**config.mk**
```make
export PLATFORM = sky130hd
export DESIGN_NAME = i2c_recovery_seq
export DESIGN_NICKNAME = d
export VERILOG_FILES = /design/src/rtl/i2crec_pkg.sv /design/src/rtl/i2crec_phase_timer.sv /design/src/rtl/i2crec_pulse_counter.sv /design/src/rtl/i2crec_line_drv.sv /design/src/rtl/i2c_recovery_seq.sv
export SDC_FILE = /design/constraint.sdc
export NUM_CORES = 1
export LEC_CHECK = 0
export BUFFER_PORTS_ARGS = -buffer_cell sky130_fd_sc_hd__buf_2
export CORE_MARGIN = 4
export CORE_UTILIZATION = 55
export DETAILED_ROUTE_END_ITERATION = 6
export HOLD_SLACK_MARGIN = 0.15
export PLACE_DENSITY = 0.75
export SLEW_MARGIN = 20
export SYNTH_ARGS = -nofsm -noshare
export SYNTH_HDL_FRONTEND = slang
export SYNTH_SLANG_ARGS = --single-unit
```
**constraint.sdc**
```tcl
create_clock -name clk -period 3.2 [get_ports clk]
set_input_delay 0.16 -clock clk [delete_from_list [all_inputs] [get_ports clk]]
set_output_delay 0.16 -clock clk [all_outputs]
set_load 0.02 [all_outputs]
```
**src/rtl/i2crec_pkg.sv**
```systemverilog
package i2crec_pkg;

    typedef enum logic [3:0] {
        ST_IDLE,
        ST_BYPASS,
        ST_CLK_LO,
        ST_CLK_HI,
        ST_NACK_LO,
        ST_NACK_HI,
        ST_STOP_LO,
        ST_STOP_HI,
        ST_FINISH
    } rec_state_e;

    // Output request decoded from the state; registered by the line driver.
    typedef struct packed {
        logic scl_pull;
        logic sda_pull;
        logic busy;
        logic connect;
        logic irq_en;
    } line_req_t;

    localparam line_req_t LINE_REQ_IDLE = '{default: 1'b0};

endpackage

```
**src/rtl/i2crec_phase_timer.sv**
```systemverilog
module i2crec_phase_timer #(
    parameter int PHASE_CYC = 500
) (
    input  logic clk,
    input  logic rst_n,
    input  logic hold,
    output logic phase_first,
    output logic phase_end
);
    localparam int CW = (PHASE_CYC > 1) ? $clog2(PHASE_CYC) : 1;
    localparam logic [CW-1:0] LAST = CW'(PHASE_CYC - 1);

    logic [CW-1:0] cnt_q;

    always_ff @(posedge clk or negedge rst_n) begin
        if (!rst_n) begin
            cnt_q <= '0;
        end else if (hold || cnt_q == LAST) begin
            cnt_q <= '0;
        end else begin
            cnt_q <= cnt_q + 1'b1;
        end
    end

    assign phase_first = (cnt_q == '0);
    assign phase_end   = (cnt_q == LAST);

endmodule

```
**src/rtl/i2crec_pulse_counter.sv**
```systemverilog
module i2crec_pulse_counter #(
    parameter int NUM_PULSES = 9
) (
    input  logic clk,
    input  logic rst_n,
    input  logic clear,
    input  logic step,
    output logic last
);
    localparam int PW = $clog2(NUM_PULSES + 1);
    localparam logic [PW-1:0] FINAL = PW'(NUM_PULSES - 1);

    logic [PW-1:0] cnt_q;

    always_ff @(posedge clk or negedge rst_n) begin
        if (!rst_n) begin
            cnt_q <= '0;
        end else if (clear) begin
            cnt_q <= '0;
        end else if (step) begin
            cnt_q <= cnt_q + 1'b1;
        end
    end

    assign last = (cnt_q == FINAL);

endmodule

```
**src/rtl/i2crec_line_drv.sv**
```systemverilog
module i2crec_line_drv
    import i2crec_pkg::*;
#(
    parameter int NUM_CH = 2,
    localparam int CHW   = (NUM_CH > 1) ? $clog2(NUM_CH) : 1
) (
    input  logic            clk,
    input  logic            rst_n,
    input  line_req_t       req,
    input  logic [CHW-1:0]  chan,
    output logic            scl_pull_o,
    output logic            sda_pull_o,
    output logic            busy_o,
    output logic            connect_o,
    output logic [CHW-1:0]  conn_ch_o,
    output logic [NUM_CH-1:0] irq_o
);
    logic [NUM_CH-1:0] irq_d;

    for (genvar g = 0; g < NUM_CH; g++) begin : g_irq
        assign irq_d[g] = req.irq_en && (chan == CHW'(g));
    end

    always_ff @(posedge clk or negedge rst_n) begin
        if (!rst_n) begin
            scl_pull_o <= 1'b0;
            sda_pull_o <= 1'b0;
            busy_o     <= 1'b0;
            connect_o  <= 1'b0;
            conn_ch_o  <= '0;
            irq_o      <= '0;
        end else begin
            scl_pull_o <= req.scl_pull;
            sda_pull_o <= req.sda_pull;
            busy_o     <= req.busy;
            connect_o  <= req.connect;
            conn_ch_o  <= chan;
            irq_o      <= irq_d;
        end
    end

endmodule

```
**src/rtl/i2c_recovery_seq.sv**
```systemverilog
module i2c_recovery_seq
    import i2crec_pkg::*;
#(
    parameter int PHASE_CYC  = 500,
    parameter int NUM_PULSES = 9,
    parameter int NUM_CH     = 2,
    localparam int CHW       = (NUM_CH > 1) ? $clog2(NUM_CH) : 1
) (
    input  logic              clk,
    input  logic              rst_n,
    input  logic              start_i,
    input  logic              recov_en_i,
    input  logic [CHW-1:0]    req_ch_i,
    output logic              scl_pull_o,
    output logic              sda_pull_o,
    output logic              busy_o,
    output logic              connect_o,
    output logic [CHW-1:0]    conn_ch_o,
    output logic [NUM_CH-1:0] irq_o
);
    rec_state_e     state_q, state_d;
    logic [CHW-1:0] chan_q;
    logic           phase_first, phase_end, pulses_done;
    logic           timer_hold, pulse_clear, pulse_step;
    line_req_t      req;

    initial begin
        if (PHASE_CYC < 2) $error("PHASE_CYC must be at least 2");
    end

    // State register
    always_ff @(posedge clk or negedge rst_n) begin
        if (!rst_n) begin
            state_q <= ST_IDLE;
            chan_q  <= '0;
        end else begin
            state_q <= state_d;
            if (state_q == ST_IDLE && start_i) begin
                chan_q <= req_ch_i;
            end
        end
    end

    // Next-state logic
    always_comb begin
        state_d = state_q;
        unique case (state_q)
            ST_IDLE:    if (start_i) state_d = recov_en_i ? ST_CLK_LO : ST_BYPASS;
            ST_BYPASS:  state_d = ST_IDLE;
            ST_CLK_LO:  if (phase_end) state_d = ST_CLK_HI;
            ST_CLK_HI:  if (phase_end) state_d = pulses_done ? ST_NACK_LO : ST_CLK_LO;
            ST_NACK_LO: if (phase_end) state_d = ST_NACK_HI;
            ST_NACK_HI: if (phase_end) state_d = ST_STOP_LO;
            ST_STOP_LO: if (phase_end) state_d = ST_STOP_HI;
            ST_STOP_HI: if (phase_end) state_d = ST_FINISH;
            ST_FINISH:  state_d = ST_IDLE;
            default:    state_d = ST_IDLE;
        endcase
    end

    // Output decode
    always_comb begin
        req = LINE_REQ_IDLE;
        unique case (state_q)
            ST_IDLE: ;
            ST_BYPASS: begin
                req.busy    = 1'b1;
                req.connect = 1'b1;
            end
            ST_CLK_LO, ST_NACK_LO: begin
                req.busy     = 1'b1;
                req.scl_pull = 1'b1;
            end
            ST_CLK_HI, ST_NACK_HI: begin
                req.busy = 1'b1;
            end
            ST_STOP_LO: begin
                req.busy     = 1'b1;
                req.scl_pull = 1'b1;
                req.sda_pull = !phase_first;
            end
            ST_STOP_HI: begin
                req.busy     = 1'b1;
                req.sda_pull = 1'b1;
            end
            ST_FINISH: begin
                req.busy    = 1'b1;
                req.connect = 1'b1;
                req.irq_en  = 1'b1;
            end
            default: ;
        endcase
    end

    assign timer_hold  = (state_q == ST_IDLE) || (state_q == ST_BYPASS) || (state_q == ST_FINISH);
    assign pulse_clear = (state_q == ST_IDLE);
    assign pulse_step  = (state_q == ST_CLK_HI) && phase_end;

    i2crec_phase_timer #(
        .PHASE_CYC (PHASE_CYC)
    ) u_timer (
        .clk         (clk),
        .rst_n       (rst_n),
        .hold        (timer_hold),
        .phase_first (phase_first),
        .phase_end   (phase_end)
    );

    i2crec_pulse_counter #(
        .NUM_PULSES (NUM_PULSES)
    ) u_pulses (
        .clk   (clk),
        .rst_n (rst_n),
        .clear (pulse_clear),
        .step  (pulse_step),
        .last  (pulses_done)
    );

    i2crec_line_drv #(
        .NUM_CH (NUM_CH)
    ) u_drv (
        .clk        (clk),
        .rst_n      (rst_n),
        .req        (req),
        .chan       (chan_q),
        .scl_pull_o (scl_pull_o),
        .sda_pull_o (sda_pull_o),
        .busy_o     (busy_o),
        .connect_o  (connect_o),
        .conn_ch_o  (conn_ch_o),
        .irq_o      (irq_o)
    );

endmodule

```
## Yosys cells after proc, flatten, opt, wreduce, memory -nomap -nowiden

Cells that the tools add are included.
W data, S select, Z words.

- Memory bits (read-only): 0
- Register bits after elaboration: 25
- Memory bits (writable): 0
- Output and inout port bits: 7
- Bits in latches: 0
- Memories: 0
- Bits of input ports: 5

- Eq/ne operators: 17
- Reductions and logical operators: 15
- $lt $le $gt $ge: 0
- Add/sub/neg operators: 2
- Multiplexer cells: 18
- Bitwise operators: 1
- Shift-type cells: 0
- $mul: 0
- Div/mod/pow operators: 0

Operators by type and width:

| operator | count |
|---|---|
| $mux W4 | 9 |
| $pmux W4 S7 | 1 |
| $eq A4 B3 Y1 const B | 4 |
| $ne A2 B2 Y1 const B | 7 |
| $add A9 B1 Y9 const B | 1 |
| $eq A9 B9 Y1 const B | 1 |
| $logic_not A9 Y1 | 1 |
| $mux W9 | 1 |
| $eq A4 B2 Y1 const B | 2 |
| $eq A4 B4 Y1 const B | 2 |
| $reduce_or A8 Y1 | 1 |
| $reduce_and A7 Y1 | 1 |
| $add A4 B1 Y4 const B | 1 |
| $eq A4 B1 Y1 const B | 1 |
| $logic_and A1 B1 Y1 | 4 |
| $logic_not A4 Y1 | 1 |
| $mux W1 | 4 |
| $logic_or A1 B1 Y1 | 3 |
| $mux W3 | 1 |
| $reduce_or A3 Y1 | 1 |
| $mux W2 | 1 |
| $pmux W1 S2 | 1 |
| $reduce_bool A2 Y1 | 1 |
| $reduce_or A2 Y1 | 1 |
| 2 further kinds | 2 |

## Depth between registers and ports, before layout

Gate-level depths: netlist (run 1).

- Depth in word-level cells: 5
- Mapped depth: 5
- Gate-level depth less buffers: 5

## Hierarchy

From an unflattened synthesis (run 1), not the netlist that was laid out.

- Cell total of the unflattened synthesis: 127
- Area total of the unflattened synthesis: 1298.7 um2

Modules (own cells, without submodules):

| module | cells each | instances | area each (um2) |
|---|---|---|---|
| i2crec_phase_timer | 55 | 1 | 521.8 |
| i2c_recovery_seq | 42 | 1 | 365.4 |
| i2crec_pulse_counter | 21 | 1 | 220.2 |
| i2crec_line_drv | 9 | 1 | 191.4 |

## Worst setup path before layout (run 1)

OpenSTA, ideal clock, no wires.

- Kind: register to register
- From: register u_timer.cnt_q[0]
- To: register state_q[2]
- Cell stages (with the launch flop): 6
- Clock period less this slack: 1.493 ns
- Slack: 1.707 ns
- Arrival: 1.358 ns
- Setup time: 0.135 ns
- Path through: dfrtp_1 -> ha_1 -> and4bb_2 -> a21oi_1 -> a21o_1 -> o22ai_1

- Word-level cells in the longest chain between the ends: 3

Ends and longest elaborated chain:

| element | RTL line | RTL |
|---|---|---|
| from (decl) | i2crec_phase_timer.sv:13 | `logic [CW-1:0] cnt_q;` |
| from (signal assigned) | i2crec_phase_timer.sv:21 | `cnt_q <= cnt_q + 1'b1;` |
| $eq A9 B9 Y1 (*) | i2crec_phase_timer.sv:26 | `assign phase_end = (cnt_q == LAST);` |
| $ne A2 B2 Y1 (no source line) | - |  |
| $reduce_and A7 Y1 (no source line) (*) | - |  |
| to (signal assigned) | i2c_recovery_seq.sv:37 | `state_q <= state_d;` |
| to (decl) | i2c_recovery_seq.sv:21 | `rec_state_e state_q, state_d;` |

Every way passes the cells marked *; elsewhere a longest branch is shown, timed or not.
A chain may end at the register's enable or synchronous reset.

## Final worst setup path (run 1)

- From: register state_q[0]
- To: register u_pulses.cnt_q[3]

- Word-level cells in the longest chain between the ends: 3

Ends and longest elaborated chain:

| element | RTL line | RTL |
|---|---|---|
| $eq A4 B2 Y1 | i2c_recovery_seq.sv:97 | `assign pulse_step = (state_q == ST_CLK_HI) && phase_end;` |
| $logic_and A1 B1 Y1 | i2c_recovery_seq.sv:97 |  |
| $reduce_bool A2 Y1 (no source line) | - |  |
| to (signal assigned) | i2crec_pulse_counter.sv:21 | `cnt_q <= cnt_q + 1'b1;` |
| to (decl) | i2crec_pulse_counter.sv:13 | `logic [PW-1:0] cnt_q;` |

Parallel ways exist; a longest one is shown, timed or not.

==> impl_metrics.env, run 1 <==
export IMPL_gr_usage_met1_pct=20.2
export IMPL_dieHeight_um=55.6
export IMPL_cp_depth=4
export IMPL_crit_path_start_kind="flip-flop"
export IMPL_setup_viol_count_final=0
export IMPL_max_freq_mhz=595
export IMPL_wirelength_um=2180
export IMPL_slew_violations=0
export IMPL_critPathKind="flip-flop to flip-flop"
export IMPL_place_hpwl_um=1630
export IMPL_finalWeightedCongestion=0.737
export IMPL_crit_chain="and4bb_1 > nand3_4 > or3_1 > a21oi_1"
export IMPL_whs_path_depth=3
export IMPL_busiest_layer="met2"
export IMPL_hold_viol=0
export IMPL_via_count=874
export IMPL_antennaDiodeCount=0
export IMPL_clkTransAtPathRegs_ns=0.13
export IMPL_ioPinCount=12
export IMPL_yosys_warnings=0
export IMPL_maxCapViolCount=0
export IMPL_cts_sinks=25
export IMPL_cpLargestDelayFamily="simple AND/OR/NAND/NOR gates"
export IMPL_route_antenna_remaining_nets=0
export IMPL_leakage_uw=0.000614
export IMPL_drc=0
export IMPL_most_common_layout_cells="dfrtp_1, nor2_1, buf_2"
export IMPL_synth_distinct_cells=34
export IMPL_worst_pin_slew_ns=0.542
export IMPL_cts_tree="done"
export IMPL_p_per_area_mw_per_mm2=340
export IMPL_rsz0062_at_grt="no"
export IMPL_cp_end_kind="flip-flop"
export IMPL_relSlewSlack_pct=63.9
export IMPL_design_area_mm2=0.00136
export IMPL_cts_buffers=3
export IMPL_h_tree_depth=1
export IMPL_nets=142
export IMPL_layout_setup_ws_ns=1.52
export IMPL_die_x_um=55.6
export IMPL_ys_seq_area_share_pct=50.2
export IMPL_fin_crit_sh_pct=52.5
export IMPL_met2_usage_pct=25.5
export IMPL_clockBufferDepth=2
export IMPL_initial_core_util_pct=60.4
export IMPL_finalClockSkew_ns=0.00217
export IMPL_syn_num_nets=129
export IMPL_vdd_drop_max_mv=0.215
export IMPL_outcome="complete, no violations"
export IMPL_wl_per_cell_um=13.7
export IMPL_dpl_cell_area_mm2=0.00130
export IMPL_use_met3_pct=3.02
export IMPL_synth_area_leaders="dfrtp_1, nor2_1, ha_1"
export IMPL_cts_setup_buffers=0
export IMPL_regArea_um2=626
export IMPL_slowest_delay_ns=0.68
export IMPL_drtIter0Drc=22
export IMPL_portBuffers=11
export IMPL_drive_above_1_share_pct=15.2
export IMPL_power_uw=461
export IMPL_clkLatencyLatePin_ns=0.30
export IMPL_path_max_fanout=14
export IMPL_r2r_worst_path_cells=4
export IMPL_syn_area_mm2=0.00125
export IMPL_critPathBufInv=0
export IMPL_fin_setup_tns_ns=0
export IMPL_pre_cts_slack_ns=1.54
export IMPL_grt_max_degree=26
export IMPL_first_pass_iters=4
export IMPL_die_area_mm2=0.00309
export IMPL_avgViaCountPerCell=5.50
export IMPL_cts_root_buf="clkbuf_4"
export IMPL_utilization_pct=65.8
export IMPL_overflow=0
export IMPL_area_growth_pct=8.84
export IMPL_cp_arrival_ns=1.91
export IMPL_rows=16
export IMPL_antenna_found_initial=0
export IMPL_grt_total_usage_pct=15.3
export IMPL_fillers=168
export IMPL_grt_pass1_vias=836
export IMPL_grt_pass1_wl_um=3780
export IMPL_yosys_area_top_type="dfrtp_1"
export IMPL_fp_coreArea_mm2=0.00206
export IMPL_synthCells=120
export IMPL_synth_top_area_share_pct=50.2
export IMPL_final_common_cell="dfrtp_1"
export IMPL_worst_ep_required_time_ns=3.43
export IMPL_avgSynthCellArea_um2=10.4
export IMPL_multiInputGateArea_um2=567
export IMPL_cpMaxStageDelayCell="dfrtp_1"
export IMPL_finalCriticalPeriod_ns=1.68
export IMPL_ys_seq_elements=25
export IMPL_hp_class="input port to flip-flop"
## worst min-delay path, cell delays in order
cell and delay (ns):
buf_2 0.10, nand2_1 0.06, mux2_2 0.14
## path summary, 6_finish.rpt
check	start	end	slack [ns]
max	state_q[0]$_DFFE_PN0P_	u_pulses.cnt_q[3]$_DFFE_PN0P_	1.52
min	start_i	chan_q$_DFFE_PN0P_	0.19
max reg2reg	state_q[0]$_DFFE_PN0P_	u_pulses.cnt_q[3]$_DFFE_PN0P_	1.52
min reg2reg	chan_q$_DFFE_PN0P_	u_drv.conn_ch_o$_DFF_PN0_	0.43
max in group asynchronous	rst_n	u_timer.cnt_q[3]$_DFF_PN0_	2.49
min in group asynchronous	rst_n	u_timer.cnt_q[5]$_DFF_PN0_	0.35
## power by group
group / switching (uW) / internal, uW
combinational: 7.00 / 4.15
clock: 85.3 / 48.5
sequential: 0 / 316
total: 92.3 / 369
## synth_stat cells
library cell / number
dfrtp_1: 25
nor2_1: 15
nand2_1: 10
inv_1: 5
o21ai_0: 5
xnor2_1: 5
a21oi_1: 4
buf_2: 4
ha_1: 4
nand3_1: 4
nand3b_1: 4
nor3_1: 4
xor2_1: 4
or3_1: 3
a31oi_1: 2
and3_1: 2
nand4_1: 2
nor4b_1: 2
a211o_1: 1
a21o_1: 1
and4_2: 1
and4bb_1: 1
and4bb_2: 1
buf_1: 1
buf_6: 1
mux2_2: 1
mux2i_1: 1
nand3_4: 1
nand4b_1: 1
nor4_4: 1
o22ai_1: 1
o2bb2ai_1: 1
o31ai_2: 1
or4_1: 1
## layout make-up
cell class / count / share of cell area, %
clock buffer: 4 / 1.94
tap: 27 / 2.49
inverter: 5 / 1.38
timing repair buffer: 14 / 6.27
sequential: 25 / 46.1
multi-input combinational: 84 / 41.8
## metrics by stage
stage | hold slack (ns) | cells
2_1_floorplan | -0.136 | 120
3_3_place_gp | 0.170 | 152
3_5_place_dp | 0.171 | 152
4_1_cts | 0.162 | 158
5_1_grt | 0.169 | 159
6_report | 0.185 | 159
## cell families (layout without fill, tap and decap cells)
| logic type | Yosys count | after routing | share of synthesized area (%) |
|---|---|---|---|
| AOI/OAI and AO/OA | 16 | 16 | 8.13 |
| xor gates and xnor gates | 9 | 9 | 6.32 |
| adders and majority gates | 4 | 4 | 4.02 |
| buffers and inverters | 11 | 23 | 4.32 |
| DFF | 25 | 25 | 50.2 |
| muxes | 2 | 2 | 1.71 |
| and+or+nand+nor | 53 | 53 | 25.3 |
## state kept, by name (all words and copies together), names as in the netlist, 2 cells and up
signal / count
u_timer.cnt_q: 9
state_q: 4
u_drv.irq_o: 2
u_pulses.cnt_q: 4
## routing by layer
| layer | part of all wire (%) | vias to the layer above |
|---|---|---|
| li1 | - | 442 |
| met1 | 45 | 412 |
| met2 | 51 | 20 |
| met3 | 3.9 | 0 |
| met4 | 0 | 0 |
| met5 | 0 | - |
## what timing repair did
action | CTS | global route
hold endpoints to repair | 26 | 1
hold buffers | 2 | 1
gates resized for setup | 0 | 0
Power figures use the tool's default switching activity.
==> inputs of run 2 (changes only) <==
CORE_UTILIZATION = 51   (was 55)
PLACE_DENSITY = 0.73   (was 0.75)
clock period = 1.4 ns   (was 3.2 ns; I/O delays follow)
==> run 2 against run 1 <==
Against the previous run: the run now ends with setup timing left; largest cell class is now multi-input combinational cells; critical endpoint unchanged; sequential share of layout area decreased by 7.3 points; sequential power increased by 130%; worst setup slack lost 1.6 ns; wire length rose by 29%; final area grew 19%; clock-buffer cell count is 1 lower; clock skew up 0.0081 ns; clock power rose to 2.7 times the previous value; global-route usage rose by 2.5 points; register-to-register slack got worse by 1.6 ns; utilization grew 5.0 points; cell count rose by 14%.
==> impl_metrics.env, run 2 (synthesized netlist as in run 1, its figures left out) <==
export IMPL_dieHeight_um=57.4
export IMPL_path_max_fanout=4
export IMPL_crit_chain="ha_2 > and4bb_4 > nand3_4 > or3_4 > a21oi_2"
export IMPL_drc=0
export IMPL_nets=164
export IMPL_finalClockSkew_ns=0.0103
export IMPL_largest_reg_flops=9
export IMPL_rsz0062_at_grt="yes"
export IMPL_antenna_found_initial=0
export IMPL_drive_above_1_share_pct=36.4
export IMPL_crit_path_start_kind="flip-flop"
export IMPL_vdd_drop_max_mv=0.562
export IMPL_final_cells=182
export IMPL_fin_crit_sh_pct=106
export IMPL_die_x_um=57.4
export IMPL_max_freq_mhz=675
export IMPL_worst_ep_required_time_ns=1.67
export IMPL_holdWs_ns=0.236
export IMPL_r2r_slack_ns=-0.08
export IMPL_critPathBufInv=0
export IMPL_r2r_start="u_timer.cnt_q[0]$_DFF_PN0_"
export IMPL_h_tree_depth=1
export IMPL_layout_setup_ws_ns=-0.0821
export IMPL_finalWeightedCongestion=0.728
export IMPL_relSlewSlack_pct=63.1
export IMPL_worst_pin_slew_ns=0.553
export IMPL_clkLatencyLatePin_ns=0.33
export IMPL_final_common_cell="dfrtp_1"
export IMPL_die_area_mm2=0.00330
export IMPL_wl_per_cell_um=15.5
export IMPL_portBuffers=11
export IMPL_cts_buffers=3
export IMPL_cts_tree="done"
export IMPL_fillers=160
export IMPL_grt_pass1_vias=1051
export IMPL_reg_top3="u_timer.cnt_q: 9 flops, state_q: 4 flops, u_pulses.cnt_q: 4 flops"
export IMPL_cts_root_buf="clkbuf_4"
export IMPL_grt_total_usage_pct=17.8
export IMPL_area_growth_pct=29.2
export IMPL_antennaDiodeCount=0
export IMPL_p_per_area_mw_per_mm2=689
export IMPL_finalCriticalPeriod_ns=1.48
export IMPL_drtIter0Drc=44
export IMPL_clockBufferDepth=2
export IMPL_cp_end_kind="flip-flop"
export IMPL_post_place_cells=170
export IMPL_maxCapViolCount=0
export IMPL_rows=17
export IMPL_initial_core_util_pct=54.8
export IMPL_leakage_uw=0.000736
export IMPL_clkTransAtPathRegs_ns=0.16
export IMPL_route_antenna_remaining_nets=0
export IMPL_setup_viol_count_final=4
export IMPL_top_register="u_timer.cnt_q"
export IMPL_violations="setup timing"
export IMPL_most_common_layout_cells="dfrtp_1, buf_4, nor2_1"
export IMPL_hold_viol=0
export IMPL_cpMaxStageDelayCell="dfrtp_1"
export IMPL_avgViaCountPerCell=5.48
export IMPL_place_hpwl_um=1790
export IMPL_grt_pass1_wl_um=4560
export IMPL_slowest_delay_ns=0.40
export IMPL_wirelength_um=2810
export IMPL_slew_violations=0
export IMPL_cp_arrival_ns=1.76
export IMPL_outcome="finished, violations left"
export IMPL_utilization_pct=70.8
export IMPL_r2r_worst_path_cells=5
export IMPL_cpLargestDelayFamily="simple AND/OR/NAND/NOR gates"
export IMPL_critPathKind="flip-flop to flip-flop"
export IMPL_hp_class="input port to asynchronous set/reset pin"
export IMPL_rr_endpoint="u_pulses.cnt_q[3]$_DFFE_PN0P_"
export IMPL_grt_max_degree=26
export IMPL_power_uw=1110
export IMPL_fp_coreArea_mm2=0.00228
export IMPL_overflow=0
export IMPL_via_count=997
export IMPL_cts_sinks=25
export IMPL_first_pass_iters=5
export IMPL_ioPinCount=12
## run 2: routing by layer
| metal | up-vias | share of wire, % | GRT usage [%] |
|---|---|---|---|
| met4 | 0 | 1.4 | 7.28 |
| met3 | 10 | 5.5 | 4.30 |
| li1 | 487 | - | - |
| met1 | 462 | 42 | 20.9 |
| met5 | - | 0 | 0 |
| met2 | 38 | 51 | 30.8 |
## run 2: layout make-up
class / instances / area, um2 / area share, %
clock inverters: 1 / 8.76 / 0.544
clock buffers: 3 / 22.5 / 1.40
flip-flops and latches: 25 / 626 / 38.9
inverters: 5 / 18.8 / 1.17
well taps: 28 / 35.0 / 2.18
repair buffers: 36 / 253 / 15.7
multi-input cells: 84 / 647 / 40.2
## run 2: power by group
group	total, uW	switching (uW)	internal, uW
combinational	28.7	17.4	11.3
sequential	722	0	722
clock	358	241	117
total	1110	259	850
## run 2: per-stage QoR
| step | setup WS, ns | TNS (ns) | cell area, um2 |
|---|---|---|---|
| floorplan | -0.0562 | -0.0562 | 1250 |
| global placement | -0.0102 | -0.0102 | 1440 |
| detailed placement | -0.0975 | -0.421 | 1440 |
| CTS | -0.0684 | -0.161 | 1550 |
| global route | -0.165 | -0.713 | 1610 |
| finish | -0.0821 | -0.134 | 1610 |
## run 2: timing repair
item	4_1_cts	5_1_grt
hold buffers	4	0
endpoints found under the hold margin	27	0
resized for setup	4	14
pin swaps	2	5
endpoints found under the setup margin	16	18
buffers inserted	3	2
## run 2: worst max path at each step
stage / start / cells past startpoint / endpoint
2_1_floorplan: u_timer.cnt_q[0]$_DFF_PN0_ / 5 / u_pulses.cnt_q[3]$_DFFE_PN0P_
3_3_place_gp: u_timer.cnt_q[1]$_DFF_PN0_ / 5 / u_pulses.cnt_q[3]$_DFFE_PN0P_
3_5_place_dp: u_timer.cnt_q[1]$_DFF_PN0_ / 5 / u_pulses.cnt_q[3]$_DFFE_PN0P_
4_1_cts: u_timer.cnt_q[1]$_DFF_PN0_ / 5 / u_pulses.cnt_q[3]$_DFFE_PN0P_
5_1_grt: u_timer.cnt_q[1]$_DFF_PN0_ / 5 / u_pulses.cnt_q[3]$_DFFE_PN0P_
6_report: u_timer.cnt_q[0]$_DFF_PN0_ / 5 / u_pulses.cnt_q[3]$_DFFE_PN0P_
